$ cat src/rtl/wd_pkg.sv
package wd_pkg;
  localparam int CNT_W  = 7;
  localparam int PSC_W  = 2;
  localparam int DATA_W = CNT_W + PSC_W;

  localparam logic [CNT_W-1:0] CNT_MAX  = '1;
  localparam logic [CNT_W-1:0] CNT_EDGE = {1'b1, {(CNT_W-1){1'b0}}};
  localparam logic [CNT_W-1:0] CNT_WARN = CNT_EDGE + 1'b1;

  typedef enum logic [1:0] {
    SEL_CTRL = 2'd0,
    SEL_CFG  = 2'd1,
    SEL_STAT = 2'd2,
    SEL_NONE = 2'd3
  } wd_sel_e;
endpackage

$ cat src/rtl/wd_timebase.sv
module wd_timebase
  import wd_pkg::*;
#(
  parameter int DIV_LOG2 = 12
) (
  input  logic             clk_i,
  input  logic             rst_ni,
  input  logic             run_i,
  input  logic             restart_i,
  input  logic [PSC_W-1:0] psc_i,
  output logic             tick_o
);
  localparam int DIV_W = DIV_LOG2 + (1 << PSC_W) - 1;

  logic [DIV_W-1:0] div_q;
  logic [DIV_W-1:0] mask;

  always_comb begin
    for (int i = 0; i < DIV_W; i++) mask[i] = (i < DIV_LOG2 + int'(psc_i));
  end

  assign tick_o = run_i && ((div_q & mask) == mask);

  always_ff @(posedge clk_i or negedge rst_ni) begin
    if (!rst_ni)        div_q <= '0;
    else if (restart_i) div_q <= '0;
    else if (run_i)     div_q <= div_q + 1'b1;
  end

  AST_RESTART_NO_TICK: assert property (@(posedge clk_i) disable iff (!rst_ni)
    restart_i |=> !tick_o);
endmodule

$ cat src/rtl/wd_counter.sv
module wd_counter
  import wd_pkg::*;
(
  input  logic              clk_i,
  input  logic              rst_ni,
  input  logic              refresh_i,
  input  logic              cfg_wr_i,
  input  logic [DATA_W-1:0] data_i,
  input  logic              tick_i,
  output logic [CNT_W-1:0]  cnt_o,
  output logic [CNT_W-1:0]  win_o,
  output logic [PSC_W-1:0]  psc_o,
  output logic              en_o,
  output logic              fault_o,
  output logic              warn_o
);
  logic [CNT_W-1:0] cnt_q, win_q;
  logic [PSC_W-1:0] psc_q;
  logic             en_q;
  logic             step, too_early, bad_load, expire;

  assign step      = en_q && tick_i && !refresh_i;
  assign too_early = en_q && refresh_i && (cnt_q > win_q);
  assign bad_load  = en_q && refresh_i && !data_i[CNT_W-1];
  assign expire    = step && (cnt_q == CNT_EDGE);
  assign fault_o   = too_early || bad_load || expire;
  assign warn_o    = step && (cnt_q == CNT_WARN);

  always_ff @(posedge clk_i or negedge rst_ni) begin
    if (!rst_ni) begin
      cnt_q <= CNT_MAX;
      en_q  <= 1'b0;
    end else if (refresh_i) begin
      cnt_q <= data_i[CNT_W-1:0];
      if (data_i[CNT_W]) en_q <= 1'b1;  // set-only
    end else if (step) begin
      cnt_q <= cnt_q - 1'b1;
    end
  end

  always_ff @(posedge clk_i or negedge rst_ni) begin
    if (!rst_ni) begin
      win_q <= CNT_MAX;
      psc_q <= '0;
    end else if (cfg_wr_i) begin
      win_q <= data_i[CNT_W-1:0];
      psc_q <= data_i[DATA_W-1:CNT_W];
    end
  end

  assign cnt_o = cnt_q;
  assign win_o = win_q;
  assign psc_o = psc_q;
  assign en_o  = en_q;

  AST_EN_STICKY: assert property (@(posedge clk_i) disable iff (!rst_ni)
    en_q |=> en_q);
  AST_CNT_HOLD: assert property (@(posedge clk_i) disable iff (!rst_ni)
    (en_q && !refresh_i && !tick_i) |=> $stable(cnt_q));
  AST_IDLE_HOLD: assert property (@(posedge clk_i) disable iff (!rst_ni)
    (!en_q && !refresh_i) |=> $stable(cnt_q));
endmodule

$ cat src/rtl/wd_status.sv
module wd_status (
  input  logic clk_i,
  input  logic rst_ni,
  input  logic por_ni,
  input  logic fault_i,
  input  logic warn_i,
  input  logic irq_clr_i,
  input  logic flag_clr_i,
  input  logic ack_i,
  output logic irq_o,
  output logic req_o,
  output logic flag_o
);
  logic irq_q, req_q, flag_q;

  always_ff @(posedge clk_i or negedge rst_ni) begin
    if (!rst_ni) begin
      irq_q <= 1'b0;
      req_q <= 1'b0;
    end else begin
      if (warn_i)         irq_q <= 1'b1;
      else if (irq_clr_i) irq_q <= 1'b0;
      if (fault_i)        req_q <= 1'b1;
      else if (ack_i)     req_q <= 1'b0;
    end
  end

  // survives system reset; only power-on or software clears it
  always_ff @(posedge clk_i or negedge por_ni) begin
    if (!por_ni)         flag_q <= 1'b0;
    else if (fault_i)    flag_q <= 1'b1;
    else if (flag_clr_i) flag_q <= 1'b0;
  end

  assign irq_o  = irq_q;
  assign req_o  = req_q;
  assign flag_o = flag_q;

  AST_REQ_HOLD: assert property (@(posedge clk_i) disable iff (!rst_ni)
    (req_q && !ack_i) |=> req_q);
  AST_IRQ_HOLD: assert property (@(posedge clk_i) disable iff (!rst_ni)
    (irq_q && !irq_clr_i) |=> irq_q);
  AST_FLAG_WITH_REQ: assert property (@(posedge clk_i) disable iff (!rst_ni || !por_ni)
    fault_i |=> (req_q && flag_q));
endmodule

$ cat src/rtl/win_watchdog.sv
module win_watchdog
  import wd_pkg::*;
#(
  parameter int DIV_LOG2 = 12
) (
  input  logic              clk_i,
  input  logic              rst_ni,
  input  logic              por_ni,
  input  logic              wr_en_i,
  input  logic [1:0]        wr_sel_i,
  input  logic [DATA_W-1:0] wr_data_i,
  input  logic              rst_ack_i,
  output logic [CNT_W-1:0]  count_o,
  output logic              enabled_o,
  output logic              irq_o,
  output logic              rst_req_o,
  output logic              wdg_rst_flag_o
);
  logic             refresh, cfg_wr, stat_wr;
  logic             tick, fault, warn;
  logic [CNT_W-1:0] win;
  logic [PSC_W-1:0] psc;

  assign refresh = wr_en_i && (wr_sel_i == SEL_CTRL);
  assign cfg_wr  = wr_en_i && (wr_sel_i == SEL_CFG);
  assign stat_wr = wr_en_i && (wr_sel_i == SEL_STAT);

  wd_timebase #(.DIV_LOG2(DIV_LOG2)) u_tb (
    .clk_i     (clk_i),
    .rst_ni    (rst_ni),
    .run_i     (enabled_o),
    .restart_i (refresh),
    .psc_i     (psc),
    .tick_o    (tick)
  );

  wd_counter u_cnt (
    .clk_i     (clk_i),
    .rst_ni    (rst_ni),
    .refresh_i (refresh),
    .cfg_wr_i  (cfg_wr),
    .data_i    (wr_data_i),
    .tick_i    (tick),
    .cnt_o     (count_o),
    .win_o     (win),
    .psc_o     (psc),
    .en_o      (enabled_o),
    .fault_o   (fault),
    .warn_o    (warn)
  );

  wd_status u_st (
    .clk_i      (clk_i),
    .rst_ni     (rst_ni),
    .por_ni     (por_ni),
    .fault_i    (fault),
    .warn_i     (warn),
    .irq_clr_i  (stat_wr && !wr_data_i[0]),
    .flag_clr_i (stat_wr && wr_data_i[1]),
    .ack_i      (rst_ack_i),
    .irq_o      (irq_o),
    .req_o      (rst_req_o),
    .flag_o     (wdg_rst_flag_o)
  );

  AST_TIMEOUT_REQ: assert property (@(posedge clk_i) disable iff (!rst_ni)
    (enabled_o && tick && !refresh && count_o == CNT_EDGE) |=> (rst_req_o && count_o == CNT_EDGE - 1'b1));
  AST_EARLY_REQ: assert property (@(posedge clk_i) disable iff (!rst_ni)
    (enabled_o && refresh && count_o > win) |=> rst_req_o);
  AST_BAD_LOAD_REQ: assert property (@(posedge clk_i) disable iff (!rst_ni)
    (enabled_o && refresh && !wr_data_i[CNT_W-1]) |=> rst_req_o);
  AST_WARN_IRQ: assert property (@(posedge clk_i) disable iff (!rst_ni)
    (enabled_o && tick && !refresh && count_o == CNT_WARN) |=> irq_o);
endmodule

$ cat config.mk
export PLATFORM = sky130hd
export DESIGN_NAME = win_watchdog
export DESIGN_NICKNAME = d
export VERILOG_FILES = /design/src/rtl/wd_pkg.sv /design/src/rtl/wd_timebase.sv /design/src/rtl/wd_counter.sv /design/src/rtl/wd_status.sv /design/src/rtl/win_watchdog.sv
export SDC_FILE = /design/constraint.sdc
export NUM_CORES = 1
export LEC_CHECK = 0
export CAP_MARGIN = 20
export CORE_UTILIZATION = 51
export CTS_BUF_LIST = sky130_fd_sc_hd__clkbuf_8
export CTS_CLUSTER_SIZE = 24
export DETAILED_ROUTE_END_ITERATION = 6
export GPL_ROUTABILITY_DRIVEN = 1
export GPL_TIMING_DRIVEN = 1
export MAX_ROUTING_LAYER = met4
export PLACE_DENSITY = 0.78
export SYNTH_ARGS = -nofsm -noshare
export SYNTH_HDL_FRONTEND = slang
export SYNTH_SLANG_ARGS = --single-unit
$ cat constraint.sdc
create_clock -name clk_i -period 1.59 [get_ports clk_i]
set_input_delay 0.318 -clock clk_i [delete_from_list [all_inputs] [get_ports clk_i]]
set_output_delay 0.318 -clock clk_i [all_outputs]
set_load 0.02 [all_outputs]
== Word-level counts from Yosys, hierarchy flattened ==
Index checks and enable logic that the tools add are counted.
Storage, ports and cells
  register bits after elaboration: 35
  output and inout port bits: 11
  input port bits: 16
  word-level logic and storage cells: 68
Operators by class
  magnitude comparators: 16
  equal/unequal tests: 5
  reductions and logical operators: 25
  mux-type cells: 10
  $add $sub $neg: 3
  bitwise gates (word level): 1
Operators with widths (number)
  5-bit by 32-bit less-than comparator with 1-bit output, first input constant: 7
  4-bit by 32-bit less-than comparator with 1-bit output, first input constant: 4
  3-bit by 32-bit less-than comparator with 1-bit output, first input constant: 2
  2-bit by 32-bit less-than comparator with 1-bit output, first input constant: 1
  15-bit two-way mux: 2
  15-bit by 1-bit adder with 15-bit output, second input constant: 1
  15-bit AND: 1
  15-bit equality test: 1
  7-bit equality test, second input constant: 2
  7-bit two-way mux: 2
  1-bit logical AND: 13
  2-bit nonzero test: 5
  7-bit > comparator: 1
  7-bit by 1-bit subtractor with 7-bit output, second input constant: 1
  1-bit two-way mux: 6
  4-bit by 2-bit adder with 5-bit output, first input constant: 1
  1-bit by 5-bit less-than comparator with 1-bit output, first input constant: 1
  1-bit zero test: 3
  2-bit by 1-bit equality test with 1-bit output, second input constant: 1
  2-bit equality test, second input constant: 1
  2-bit zero test: 1
  1-bit logical OR: 2
  2-bit AND reduction: 1

== Logic depth before layout (Yosys ltp) ==
Gate-level depths: netlist of run 1.
  depth in word-level cells: 10
  mapped depth: 7
  depth with buffers taken out: 7

== Cells and area by module ==
A second synthesis of run 1 with hierarchy kept.
Unflattened totals
  cells, all modules: 197
  area, all modules: 2006.9 um2
By module, submodules not included
  wd_counter: times used 1, area each 1016.0 um2, cells each 101, seq. area each 442.9 um2
  wd_timebase: times used 1, area each 842.1 um2, cells each 83, seq. area each 375.4 um2
  wd_status: times used 1, area each 108.9 um2, cells each 9, seq. area each 75.1 um2
  win_watchdog: times used 1, area each 40.0 um2, cells each 4, seq. area each 0.0 um2

== Least setup slack after synthesis of run 1 ==
Ideal clock, no wire load.
  path type: reg-to-reg
  start: register u_cnt.en_q (netlist: u_cnt.en_o)
  end: register u_cnt.cnt_q[1] (netlist: u_cnt.cnt_o[1])
  clock period less this slack: 1672 ps
  setup time: 69 ps
  required time: 1521 ps
  path buffers: 1
  slack: -82 ps
  arrival: 1603 ps
  stages on the path, launching flop included: 7
  cells stage by stage: dfrtp_1 -> buf_6 -> nand4_2 -> nor3_4 -> nand2_4 -> mux2_4 -> o21ai_2
Between the ends
  cells in the longest elaborated chain, start to end: 4
RTL lines
  start, declared: RTL line wd_counter.sv:19  | logic en_q;
  start signal, assigned: RTL line wd_counter.sv:32  | en_q <= 1'b0;
  start signal, assigned: RTL line wd_counter.sv:35  | if (data_i[CNT_W]) en_q <= 1'b1;
  1-bit logical AND: RTL line wd_timebase.sv:22  | assign tick_o = run_i && ((div_q & mask) == mask);
  1-bit logical AND (*) (2 in series): RTL line wd_counter.sv:22  | assign step = en_q && tick_i && !refresh_i;
  2-bit nonzero test (no line) (*)
  end signal, assigned: RTL line wd_counter.sv:34  | cnt_q <= data_i[CNT_W-1:0];
  end signal, assigned: RTL line wd_counter.sv:37  | cnt_q <= cnt_q - 1'b1;
  end, declared: RTL line wd_counter.sv:17  | logic [CNT_W-1:0] cnt_q, win_q;
Every way passes the cells marked *; elsewhere a longest branch is shown, timed or not.
A chain may end at the register's enable or synchronous reset.

== Worst setup path after layout of run 1 ==
  start: register u_cnt.win_q[6] (netlist: u_cnt.win_o[6])
  end: register u_st.req_q (netlist: u_st.req_o)
Between the ends
  cells in the longest elaborated chain, start to end: 5
  elaborated cells between the ends (all ways): 6
  those cells by class: order compare (1); mux (1); reduce/logical (4)
RTL lines
  start, declared: RTL line wd_counter.sv:17
  start signal, assigned: RTL line wd_counter.sv:46  | win_q <= data_i[CNT_W-1:0];
  7-bit > comparator (*): RTL line wd_counter.sv:23  | assign too_early = en_q && refresh_i && (cnt_q > win_q);
  1-bit logical AND (*): RTL line wd_counter.sv:23
  1-bit logical OR (*) (2 in series): RTL line wd_counter.sv:26  | assign fault_o = too_early || bad_load || expire;
  1-bit two-way mux / 2-bit nonzero test (equally long branches)
  end signal, assigned: RTL line wd_status.sv:19  | req_q <= 1'b0;
  end signal, assigned: RTL line wd_status.sv:23  | if (fault_i) req_q <= 1'b1;
  end signal, assigned: RTL line wd_status.sv:24  | else if (ack_i) req_q <= 1'b0;
  end, declared: RTL line wd_status.sv:14  | logic irq_q, req_q, flag_q;
Marked as above.

==> flow_metrics.py, run 1 <==
metrics = {
    "cells_and_area": {
        "drive_gt1_share_pct": 37.8,
        "syn_to_final_growth_pct": 40.7,
        "antennaDiodeCount": 0,
        "layout.nets": 263,
        "fillers": 218,
        "final_util_pct": 77.5,
    },
    "floorplanning": {
        "start_util_pct": 55.1,
        "num_rows": 21,
        "ios": 27,
        "die_h_microns": 63.0,
        "coreArea_sq_um": 3440,
        "die_w_microns": 63.0,
        "dieArea_sq_um": 3960,
    },
    "clock_tree": {
        "cts_root_buffer": "clkbuf_8",
        "ctsHoldBuffers": 0,
        "clkTransAtPathRegs_ns": 0.07,
        "cts.sinks": 35,
        "cts_max_level": 2,
        "insertion_delay_ns": 0.29,
        "cts_buffer_depth": 2,
        "cts_tree": "done",
        "cts_inserted_buffers": 5,
    },
    "yosys": {
        "synthesis.nets": 208,
        "yosys-top-cells-area": "dfrtp_1, dfstp_2, ha_1, xor2_1, mux2_2",
        "synthFlopType": "dfrtp_1",
        "seq_area_frac_synth_pct": 47.1,
        "synth-async-reset-ratio_pct": 100,
        "netlist_area_sq_um": 1900,
        "ys.warnings.count": 0,
        "synth-edff-count": 0,
        "synth_top_area_share_pct": 27.7,
        "yosysTopAreaCell": "dfrtp_1",
        "yosysMostFrequentCell": "dfrtp_1",
        "netlist_top_cells_count": "dfrtp_1, nor2_1, dfstp_2, nand2_1",
        "synth_cell_types": 40,
        "synth-seq-cells": 35,
        "netlist_instances": 182,
        "syn_avg_cell_area_sq_um": 10.4,
    },
    "timing": {
        "hold_viol_final": 0,
        "post-route-period-util_pct": 106,
        "setup_ws_ns": -0.0988,
        "period_minus_slack_ns": 1.69,
        "rsz0062_at_grt": "true",
        "fin_skew_ns": 0.0110,
        "clock.fmax_ghz": 0.592,
        "slew_headroom_pct": 79.7,
        "setup_viol": 2,
        "final_max_slew_viol_count": 0,
        "tightest_slew_ns": 0.301,
    },
    "critical_path": {
        "endpoint": "u_st.req_o$_DFFE_PN0P_",
        "cp_slowest_cell": "dfstp_2",
        "crit_chain": "inv_2 > ha_4 > nand4_1 > a21oi_2 > nor3_2 > or3_4 > nand3_2",
        "max_stage_delay_ns": 0.54,
        "r2r.worst_path.cells": 7,
        "path_max_fanout": 2,
        "start_kind": "flip-flop",
        "critPathLaunch": "u_cnt.win_o[6]$_DFFE_PN1P_",
        "end_kind": "flip-flop",
        "reg2reg_from": "u_cnt.win_o[6]$_DFFE_PN1P_",
        "r2r_end": "u_st.req_o$_DFFE_PN0P_",
        "cp.required_ns": 1.82,
        "worstSetupPathType": "reg2reg",
        "regToRegSetupSlack_ns": -0.1,
        "critical_path_arrival_ns": 1.92,
    },
    "grt": {
        "grt_max_degree": 35,
        "antenna_found_initial": 0,
        "grt_pass1_wl_microns": 7220,
        "track_usage_pct": 24.6,
        "grt_overflow": 0,
        "grt_pass1_vias": 1632,
    },
    "run": {
        "drv_cap": 0,
    },
    "route": {
        "drcViolationCount": 0,
        "via_per_inst": 5.40,
        "ant_nets": 0,
        "finalWirelength_microns": 4460,
        "firstDrtPassIters": 4,
        "post_drt_wl_per_cell_microns": 15.7,
        "vias": 1535,
        "drtIter0Drc": 62,
    },
    "placement": {
        "pre_cts_slack_ns": -0.144,
        "port_buffers": 26,
        "dp_hpwl_microns": 3170,
        "place_congestion": 0.912,
    },
    "status": {
        "status": "finished with violations",
        "violations": "setup timing",
    },
    "min_path": {
        "hp-class": "in2async",
    },
    "power": {
        "ir_worst_vdd_v": 0.000871,
        "power.density_nw_per_um2": 1140,
        "p_leak_uw": 0.00119,
    },
}
-- power by group --
part / switching (uW) / total, uW / leakage (uW) / internal, uW
clock: 327 / 834 / 0.0000612 / 507
sequential: 162 / 1250 / 0.000422 / 1080
combinational: 455 / 961 / 0.000707 / 506
total: 943 / 3040 / 0.00119 / 2100
-- cells in the final DEF (no fill, tap or decap), drive strengths merged, types with 4 or more instances in the layout --
cell type and instances:
mux2 9, nor2 20, dfrtp 21, o21ai 11, nand2 15, buf 27
nand4 9, dlygate4sd2 6, nor3 4, xor2 11, dfstp 14, clkdlybuf4s50 16
ha 10, nand3 11, clkbuf 6, inv 10, xnor2 8
-- per-stage QoR --
step	setup TNS [ns]	power, uW	instances	cell area, sq um	hold WS, ns
2_1_floorplan	-0.0111	1670	182	1910	0.0224
3_3_place_gp	-0.201	2020	274	2420	0.468
3_5_place_dp	-0.504	2080	274	2420	0.469
4_1_cts	-0.164	2950	282	2580	0.158
5_1_grt	-0.404	3220	284	2670	0.150
6_report	-0.197	3040	284	2670	0.163
-- what timing repair did --
action	4_1_cts	5_1_grt
resized for setup	17	17
buffers inserted	0	2
pin swaps	2	8
cloned	0	0
endpoints found under the hold margin	0	0
setup endpoints to repair	11	12
-- how the worst min path moves through the flow --
stage,end,slack (ns),depth (start not counted)
3_3_place_gp,u_st.flag_o$_DFFE_PN0P_,0.47,1
6_report,u_st.flag_o$_DFFE_PN0P_,0.16,1
5_1_grt,u_st.flag_o$_DFFE_PN0P_,0.15,1
3_5_place_dp,u_st.flag_o$_DFFE_PN0P_,0.47,1
4_1_cts,u_st.flag_o$_DFFE_PN0P_,0.16,1
2_1_floorplan,u_cnt.en_o$_DFFE_PN0P_,0.02,0
-- sequential cells by signal (all words and copies together), names as in the netlist --
| register | cells |
|---|---|
| u_cnt.psc_o | 2 |
| u_cnt.win_o | 7 |
| u_st.req_o | 1 |
| u_cnt.en_o | 1 |
| u_tb.div_q | 15 |
| u_cnt.cnt_o | 7 |
| u_st.flag_o | 1 |
| u_st.irq_o | 1 |
-- cell type report --
class | count | area [sq um] | share of cell area (%)
flip-flops and latches | 35 | 895 | 33.5
clock inverters | 2 | 35.0 | 1.31
well taps | 46 | 57.6 | 2.16
clock buffers | 6 | 82.6 | 3.10
multi-input cells | 132 | 1070 | 40.3
repair buffers | 53 | 485 | 18.2
inverters | 10 | 37.5 | 1.41
-- worst max-delay path: cells and delay by family (launching register included) --
kind	cells	cell delay, ns
and+or+nand+nor	4	0.64
DFF	1	0.54
adders and majority gates	1	0.26
AOI/OAI and AO/OA	1	0.16
buffers and inverters	1	0.04
-- logic make-up after synthesis --
kind of cell,Yosys count,synth area share [%]
buf+inv,15,3.37
mux,10,6.07
compound gates,20,6.67
xor+xnor,19,8.78
simple gates,73,21.4
flops,35,47.1
fa+ha+maj,10,6.60
-- per-layer routing --
layer  part of all wire, %  wire length [microns]  vias up  global-route usage [%]
li1                      -                      -      737                       -
met1                    40                   1780      749                    25.7
met2                    54                   2400       37                    45.0
met3                   3.9                    173       12                    5.47
met4                   2.3                    104        0                    8.43
met5                     0                      0        -                       -
Power figures use the tool's default switching activity.
==> run 2: changes to the inputs <==
HOLD_SLACK_MARGIN = 0.1   (was default)
RECOVER_POWER = 100   (was default)
==> run 2 against run 1 <==
  * Clock-buffer cell count unchanged
  * Utilization decreased by 1.6 points
  * Via count rose by 0.59%
  * Clock power about the same
  * Largest power group unchanged
  * Clock skew increased by 0.0014 ns
  * Fmax rose by 0.46%
  * Routed wire length grew 0.16%
  * The flow still finishes with violations (setup timing)
  * Critical path depth unchanged
  * Largest cell class unchanged
  * Power fell by 0.67%
  * Non-clock buffer count stayed put
  * First-iteration DRC count increased by 31%
  * Hold slack better by 0.067 ns
==> flow_metrics.py, run 2 (synthesis results as in run 1) <==
metrics = {
    "timing": {
        "period_minus_slack_ns": 1.68,
        "hold_viol_final": 0,
        "slew_headroom_pct": 45.6,
        "rsz0062_at_grt": "true",
        "tightest_slew_ns": 0.815,
        "clock.fmax_ghz": 0.595,
        "setup_viol": 2,
        "final_max_slew_viol_count": 0,
        "post-route-period-util_pct": 106,
        "setup_tns_ns": -0.182,
        "setup_ws_ns": -0.0911,
        "fin_skew_ns": 0.0124,
    },
    "clock_tree": {
        "cts_buffer_depth": 2,
        "cts_max_level": 2,
        "cts_inserted_buffers": 5,
        "cts_root_buffer": "clkbuf_8",
        "cts_tree": "done",
        "ctsHoldBuffers": 0,
        "insertion_delay_ns": 0.29,
        "clkTransAtPathRegs_ns": 0.07,
        "cts.sinks": 35,
    },
    "cells_and_area": {
        "final_common_cell": "buf_4",
        "fin_cells": 284,
        "layout.nets": 263,
        "final_util_pct": 75.9,
        "syn_to_final_growth_pct": 37.8,
        "largest_register_ffs": 15,
        "final_cell_mix": "buf_4, nor2_1, dfrtp_1, nand2_1, dfstp_2",
        "antennaDiodeCount": 0,
        "regMostFlops": "u_tb.div_q",
        "drive_gt1_share_pct": 37.0,
    },
    "route": {
        "firstDrtPassIters": 4,
        "finalWirelength_microns": 4470,
        "via_per_inst": 5.44,
        "ant_nets": 0,
        "drtIter0Drc": 81,
        "post_drt_wl_per_cell_microns": 15.7,
        "vias": 1544,
        "drcViolationCount": 0,
    },
    "critical_path": {
        "critical_path_arrival_ns": 1.91,
        "cp.required_ns": 1.82,
        "worstSetupPathType": "reg2reg",
        "end_kind": "flip-flop",
        "path_max_fanout": 2,
        "start_kind": "flip-flop",
        "r2r.worst_path.cells": 7,
    },
    "status": {
        "violations": "setup timing",
        "status": "finished with violations",
    },
    "grt": {
        "grt_overflow": 0,
        "grt_max_degree": 35,
        "grt_pass1_vias": 1632,
        "grt_pass1_wl_microns": 7220,
        "antenna_found_initial": 0,
        "track_usage_pct": 24.6,
    },
    "min_path": {
        "hp-class": "in2async",
    },
    "power": {
        "total_power_uw": 3020,
        "power.density_nw_per_um2": 1160,
        "p_leak_uw": 0.00115,
        "ir_worst_vdd_v": 0.000868,
    },
    "run": {
        "drv_cap": 0,
    },
    "floorplanning": {
        "die_h_microns": 63.0,
        "dieArea_sq_um": 3960,
        "num_rows": 21,
        "die_w_microns": 63.0,
        "ios": 27,
        "coreArea_sq_um": 3440,
        "start_util_pct": 55.1,
    },
    "placement": {
        "dp.cells": 274,
        "place_congestion": 0.912,
        "port_buffers": 26,
        "dp_hpwl_microns": 3170,
    },
}
## run 2: critical path: stages, from the launching register on
cell and delay (ns):
dfstp_2 0.54, inv_2 0.04, ha_4 0.26, nand4_1 0.13, a21oi_2 0.16, nor3_2 0.06, or3_4 0.38, nand3_2 0.06
## run 2: path summary, 6_finish.rpt
check | start | to | slack, ns
worst min-delay path | por_ni | u_st.flag_o$_DFFE_PN0P_ | 0.23
worst max register to register | u_cnt.win_o[6]$_DFFE_PN1P_ | u_st.req_o$_DFFE_PN0P_ | -0.09
max in group asynchronous | rst_ni | u_cnt.en_o$_DFFE_PN0P_ | 0.37
min in group clk_i | u_cnt.win_o[1]$_DFFE_PN1P_ | u_cnt.win_o[1]$_DFFE_PN1P_ | 0.50
worst max-delay path | u_cnt.win_o[6]$_DFFE_PN1P_ | u_st.req_o$_DFFE_PN0P_ | -0.09
worst min register to register | u_cnt.win_o[1]$_DFFE_PN1P_ | u_cnt.win_o[1]$_DFFE_PN1P_ | 0.50
## run 2: timing repair
item | 4_1_cts | 5_1_grt
gates cloned | 0 | 0
setup endpoints to repair | 11 | 12
gates resized for setup | 17 | 17
pin swaps | 2 | 8
buffers inserted | 0 | 2
## run 2: final cells by class
class                      instances  area [sq um]
inverter                          10          37.5
multi-input combinational        132          1070
tap                               46          57.6
timing repair buffer              53           430
sequential                        35           895
clock inverter                     2          35.0
clock buffer                       6          82.6
fill                             229           830
## run 2: report_power, final
group | switching, uW | internal (uW)
registers | 163 | 1080
clock network | 327 | 507
logic | 455 | 484
## run 2: per-stage QoR
| stage | hold WS, ns | cell area, sq um | setup slack (ns) |
|---|---|---|---|
| finish | 0.230 | 2610 | -0.0911 |
| detailed placement | 0.469 | 2420 | -0.144 |
| global placement | 0.468 | 2420 | -0.0778 |
| CTS | 0.158 | 2580 | -0.0878 |
| global route | 0.218 | 2610 | -0.164 |
| floorplan | 0.0224 | 1910 | -0.00681 |
## run 2: per-layer routing
| layer | wire length [microns] | up-vias | GRT usage, % |
|---|---|---|---|
| met5 | 0 | - | - |
| met3 | 174 | 14 | 5.47 |
| li1 | - | 738 | - |
| met4 | 114 | 0 | 8.43 |
| met2 | 2400 | 34 | 45.0 |
| met1 | 1780 | 758 | 25.7 |
